$ cat config.mk
export PLATFORM = sky130hd
export DESIGN_NAME = stateful_rmw_unit
export DESIGN_NICKNAME = d
export VERILOG_FILES = /design/src/rtl/stateful_rmw_unit.sv
export SDC_FILE = /design/constraint.sdc
export NUM_CORES = 1
export LEC_CHECK = 0
export ABC_AREA = 1
export BUFFER_PORTS_ARGS = -buffer_cell sky130_fd_sc_hd__buf_2
export CAP_MARGIN = 25
export CELL_PAD_IN_SITES_DETAIL_PLACEMENT = 1
export CELL_PAD_IN_SITES_GLOBAL_PLACEMENT = 2
export CORE_MARGIN = 2
export CORE_UTILIZATION = 31
export CTS_BUF_LIST = sky130_fd_sc_hd__clkbuf_16
export CTS_CLUSTER_SIZE = 10
export DETAILED_ROUTE_END_ITERATION = 8
export MAX_ROUTING_LAYER = met4
export PLACE_DENSITY_LB_ADDON = 0.08
export SLEW_MARGIN = 10
export SYNTH_ARGS = -nofsm -noshare
export SYNTH_HDL_FRONTEND = slang
export SYNTH_SLANG_ARGS = --single-unit
$ cat constraint.sdc
create_clock -name clk -period 4.5 [get_ports clk]
set_input_delay 0.45 -clock clk [delete_from_list [all_inputs] [get_ports clk]]
set_output_delay 0.45 -clock clk [all_outputs]
set_load 0.02 [all_outputs]
$ cat src/rtl/stateful_rmw_unit.sv
module stateful_rmw_unit #(
  parameter int W = 16
) (
  input  logic         clk,
  input  logic         rst,
  input  logic [2:0]   cfg_mode,
  input  logic [2:0]   cfg_relop,
  input  logic [1:0]   cfg_cmp_lhs,
  input  logic [1:0]   cfg_cmp_rhs,
  input  logic [W-1:0] cfg_imm,
  input  logic         cfg_t_zero,
  input  logic [1:0]   cfg_t_add,
  input  logic [1:0]   cfg_t_sub,
  input  logic         cfg_f_zero,
  input  logic [1:0]   cfg_f_add,
  input  logic [1:0]   cfg_f_sub,
  input  logic         in_valid,
  input  logic [W-1:0] in_f1,
  input  logic [W-1:0] in_f2,
  output logic         out_valid,
  output logic [W-1:0] out_old,
  output logic         out_pred
);
  localparam logic [2:0] MODE_WR  = 3'd0;
  localparam logic [2:0] MODE_ADD = 3'd1;
  localparam logic [2:0] MODE_CND = 3'd2;
  localparam logic [2:0] MODE_TWO = 3'd3;
  localparam logic [2:0] MODE_SUB = 3'd4;
  localparam logic [W-1:0] ZERO = '0;

  logic [W-1:0] st, nxt;
  logic [W-1:0] lhs, rhs;
  logic [W-1:0] t_sum, f_sum;
  logic         pred;

  function automatic logic [W-1:0] pick(input logic [1:0] s, input logic [W-1:0] a,
                                        input logic [W-1:0] b, input logic [W-1:0] c,
                                        input logic [W-1:0] d);
    case (s)
      2'd0:    pick = a;
      2'd1:    pick = b;
      2'd2:    pick = c;
      default: pick = d;
    endcase
  endfunction

  assign lhs = pick(cfg_cmp_lhs, in_f1, in_f2, cfg_imm, st);
  assign rhs = pick(cfg_cmp_rhs, in_f1, in_f2, cfg_imm, st);

  always_comb begin
    case (cfg_relop)
      3'd0:    pred = (lhs == rhs);
      3'd1:    pred = (lhs != rhs);
      3'd2:    pred = (lhs <  rhs);
      3'd3:    pred = (lhs <= rhs);
      3'd4:    pred = (lhs >  rhs);
      3'd5:    pred = (lhs >= rhs);
      default: pred = 1'b0;
    endcase
  end

  assign t_sum = (cfg_t_zero ? ZERO : st) + pick(cfg_t_add, in_f1, in_f2, cfg_imm, ZERO)
               - ((cfg_mode == MODE_SUB) ? pick(cfg_t_sub, in_f1, in_f2, cfg_imm, ZERO) : ZERO);
  assign f_sum = (cfg_f_zero ? ZERO : st) + pick(cfg_f_add, in_f1, in_f2, cfg_imm, ZERO)
               - ((cfg_mode == MODE_SUB) ? pick(cfg_f_sub, in_f1, in_f2, cfg_imm, ZERO) : ZERO);

  always_comb begin
    case (cfg_mode)
      MODE_WR:            nxt = pick(cfg_t_add, in_f1, in_f2, cfg_imm, ZERO);
      MODE_ADD:           nxt = t_sum;
      MODE_CND:           nxt = pred ? t_sum : st;
      MODE_TWO, MODE_SUB: nxt = pred ? t_sum : f_sum;
      default:            nxt = st;
    endcase
  end

  always_ff @(posedge clk) begin
    if (rst) begin
      st        <= '0;
      out_valid <= 1'b0;
      out_old   <= '0;
      out_pred  <= 1'b0;
    end else begin
      out_valid <= in_valid;
      if (in_valid) begin
        out_old  <= st;
        out_pred <= pred;
        st       <= nxt;
      end
    end
  end

  p_reset_clear_r1: assert property (@(posedge clk) rst |=> (st == '0 && !out_valid));
  p_valid_lat_r2: assert property (@(posedge clk) disable iff (rst)
    in_valid |=> out_valid);
  p_old_value_r2: assert property (@(posedge clk) disable iff (rst)
    in_valid |=> out_old == $past(st));
  p_cond_hold_r5: assert property (@(posedge clk) disable iff (rst)
    (in_valid && cfg_mode == MODE_CND && !pred) |=> st == $past(st));
  p_idle_hold_r10: assert property (@(posedge clk) disable iff (rst)
    !in_valid |=> $stable(st));
  p_spare_mode_r12: assert property (@(posedge clk) disable iff (rst)
    (in_valid && cfg_mode > MODE_SUB) |=> $stable(st));
endmodule

==> metrics.log <==
INFO  metric outcome = complete, no violations
INFO  metric max-slew-margin-rel = between 30% and 40%
INFO  metric area.growth.synth_to_final = 13.1%
INFO  metric powerDensity = between 200 and 300 nW/um^2
INFO  metric path_class = input pin to flip-flop
INFO  metric setup_total_negative_slack = 0 ns
INFO  metric cts_tree = done
INFO  metric synth_enable_flop_cells = 0
INFO  metric die-area = 24000 um^2
INFO  metric period_share = between 80% and 90%
INFO  metric ys_async_sr_fraction = 0%
INFO  metric core_area = 22500 um^2
INFO  metric max_stage_delay = approximately 0.5 ns
INFO  metric p_leak = ~4.4 nW
INFO  metric num_vias = around 8600
INFO  metric rsz0062_at_grt = no
INFO  metric post_drt_via_cell_ratio = around 5.4
INFO  metric synth_area = roughly 7100 um^2
INFO  metric clk_path_buf_depth = 2
INFO  metric timing.critical_path.arrival = about 4 ns
INFO  metric worst_ir_drop_vdd = 0.139 mV
INFO  metric die_x = 155 um
INFO  metric floorplan.io_pins = 89
INFO  metric clk_transition_reported_paths = ~0.06 ns
INFO  metric first_global_vias = about 8600
INFO  metric synth-seq-area-share = roughly 9.6%
INFO  metric insertion_delay = ~0.28 ns
INFO  metric drive_above_1_share = 11.3%
INFO  metric initial_core_util = between 30% and 40%
INFO  metric dominantRegCellSynth = sky130_fd_sc_hd__dfxtp_1
INFO  metric detail_route.wl_per_cell = 22.2 um
INFO  metric cell_type_of_the_slowest_stage_on_the_worst_timing_path = sky130_fd_sc_hd__fa_1
INFO  metric grtUsageTotal = a little under a third
INFO  metric numCtsBuffers = 5
INFO  metric worstPathCellList = buf_2 -> nor2_1 -> inv_1 -> buf_4 -> o22ai_1 -> o21ai_0 -> inv_1 -> fa_1 -> inv_1 -> ha_1 -> a21oi_1 -> o21ai_0 -> nand2_1 -> nand2_1 -> a21oi_1 -> nand3_1 -> nand2_1 -> nand2_1 -> nand2_1 -> nor2_1 -> nor2_1 -> nor2_1
INFO  metric finalWorstPathRequiredPeriod = approximately 3.7 ns
INFO  metric end_kind = flip-flop
INFO  metric routed_wl = ~35000 um
INFO  metric gp_routability_congestion = around 0.95
INFO  metric final_common_cell = sky130_fd_sc_hd__inv_1
INFO  metric global_route_wire_length_before_repair = around 54000 um
INFO  metric placedCellCount = roughly 1600
INFO  metric layout.cells.most_common_list = 250 x sky130_fd_sc_hd__inv_1, 246 x sky130_fd_sc_hd__nand2_1, 124 x sky130_fd_sc_hd__nor2_1
INFO  metric hold_crit_class = input pin to flip-flop
INFO  metric clock_tree.root_cell = sky130_fd_sc_hd__clkbuf_16
INFO  metric first_pass_iters = 7
INFO  metric synth.yosys.warnings = 0
INFO  metric cts_resized = 0
INFO  metric cap_viol_max_count = 0
INFO  metric critical-path-top-cell-by-count = sky130_fd_sc_hd__nand2_1
INFO  metric final_cell_area = 8000 um^2
INFO  metric grt_max_degree = 36
INFO  metric mean_cell_area_of_the_mapped_netlist = 5.74 um^2
INFO  metric fin_cells = approximately 1600
INFO  metric setup_violations = 0
INFO  metric detailed_place.area = about 7900 um^2
INFO  metric rows = 55
INFO  metric hold_viol_final = 0
INFO  metric post_synthesis_register_bit_count = 34
INFO  metric timing.final.max_slew_violations = 0
INFO  metric grt_overflow = 0
INFO  metric syn-num-nets = about 1400
INFO  metric critical_path.startpoint_type = input pin
INFO  metric worstPathMaxFanout = 17
INFO  metric cell_variety_after_synth = 41
INFO  metric postLayoutCoreUtil = a little over a third
INFO  metric layout_net_count = between 1000 and 1500
INFO  metric fmaxAchievable = roughly 270 MHz
INFO  metric post-route-drc-count = 0
INFO  metric drtAntennaViolNets = 0
INFO  metric dpl_wire_length = 29900 um
INFO  metric final.setup_skew = 0.00740 ns
INFO  metric worst_path_dominant_cell_family = simple AND/OR/NAND/NOR gates
INFO  metric syn-instance-count = between 1000 and 1500
INFO  metric dieHeight = around 160 um
INFO  metric cts_max_level = 2
INFO  metric antenna_found_initial = 0
INFO  metric critical_path_required = 4.68 ns
INFO  metric cts-hold-fix-buffers = 0
INFO  metric drt_first_iter_violations = between 700 and 800
INFO  metric port_buffers = 88
INFO  metric cts.sinks = 34
INFO  metric max_slew.worst_pin.slew = ~1 ns
INFO  metric worst-path-buf-inv = 5
INFO  metric ant_diodes = 0
INFO  metric setup.reg_to_reg.worst_slack = 1.12 ns
INFO  metric setup_fix_buffers_added_after_clock_tree_synthesis = 0
-- synth_stat cells (2+ instances only) --
library cell               count  area share [%]
sky130_fd_sc_hd__a211oi_1     14             1.5
sky130_fd_sc_hd__a21boi_0      2            0.21
sky130_fd_sc_hd__a21o_1        5            0.53
sky130_fd_sc_hd__a21oi_1      65             4.6
sky130_fd_sc_hd__a21oi_2       6            0.74
sky130_fd_sc_hd__a221oi_1     15             1.9
sky130_fd_sc_hd__a31oi_1       3            0.27
sky130_fd_sc_hd__buf_1         6            0.32
sky130_fd_sc_hd__buf_2         6            0.42
sky130_fd_sc_hd__buf_6         3            0.48
sky130_fd_sc_hd__clkbuf_1     31             1.6
sky130_fd_sc_hd__dfxtp_1      34             9.6
sky130_fd_sc_hd__fa_1         30             8.5
sky130_fd_sc_hd__ha_1         48             8.5
sky130_fd_sc_hd__inv_1       249              13
sky130_fd_sc_hd__nand2_1     246              13
sky130_fd_sc_hd__nand2_2       2            0.18
sky130_fd_sc_hd__nand3_1      71             5.0
sky130_fd_sc_hd__nand3b_1      4            0.42
sky130_fd_sc_hd__nand4_1      14             1.2
sky130_fd_sc_hd__nor2_1      125             6.6
sky130_fd_sc_hd__nor2_2        8            0.71
sky130_fd_sc_hd__nor3_1       37             2.6
sky130_fd_sc_hd__o21ai_0      99             7.0
sky130_fd_sc_hd__o21ai_1       3            0.21
sky130_fd_sc_hd__o21bai_1      8            0.85
sky130_fd_sc_hd__o22ai_1      65             5.8
sky130_fd_sc_hd__or2_2         4            0.35
sky130_fd_sc_hd__xnor2_1       9             1.1
sky130_fd_sc_hd__xor2_1        8            0.99
-- per-layer routing --
metal  wire (um)  track usage, %  vias to the layer above
met2       16200            49.4                      268
met1       16700            41.8                     4164
met4         839            6.26                        0
met5           0               -                        -
met3        1650            2.01                       42
li1            -               -                     4163
-- path summary, 6_finish.rpt --
check	start	endpoint	depth (start not counted)
worst max-delay path	cfg_t_sub[0]	st[15]$_SDFFE_PP0P_	22
worst min register to register	out_old[0]$_SDFFE_PP0P_	out_old[0]$_SDFFE_PP0P_	2
worst min-delay path	rst	out_valid$_SDFF_PP0_	2
worst max register to register	st[14]$_SDFFE_PP0P_	st[10]$_SDFFE_PP0P_	15
-- final cells by class --
cell class              instances  area (um^2)
clock buffers                   5          125
clock inverters                 3         12.5
fillers                      3102        14500
inverters                     252          947
multi-input cells             898         5240
flip-flops and latches         34          681
well taps                     285          357
repair buffers                115          643
-- power by group --
part / leakage (nW) / internal (mW) / total [mW] / switching, mW
combinational: 4.03 / 0.536 / 1.64 / 1.11
clock: 0.0724 / 0.200 / 0.331 / 0.131
sequential: 0.281 / 0.329 / 0.382 / 0.0526
-- state kept, by name, summed over array words and instances, names as in the netlist --
name,count
out_valid,1
out_old,16
out_pred,1
st,16
-- through the flow --
stage | setup slack, ns | total power [mW] | hold WS [ns]
after floorplan | 0.950 | 1.42 | 0.491
after global placement | 0.439 | 2.02 | 0.507
after detailed placement | 0.509 | 2.02 | 0.517
after CTS | 0.795 | 2.36 | 0.387
after global routing | 0.378 | 2.57 | 0.401
final | 0.783 | 2.35 | 0.385
-- cells by family after synthesis --
family,after synthesis,share of synthesized area [%]
adder cells (fa/ha/maj),78,17.0
AND/OR/NAND/NOR,516,31.2
buffers and inverters,299,16.4
AO/OA/AOI/OAI,287,23.7
flip-flops,34,9.63
XOR/XNOR,17,2.11
-- worst reg2reg max path: cells and delay by family (launching register included) --
kind	cells	cell delay (ns)
flops	1	0.66
buf+inv	3	0.48
compound gates	4	0.72
fa+ha+maj	1	0.20
simple gates	7	1.26
Note: power is estimated with default switching activity, not from simulation.
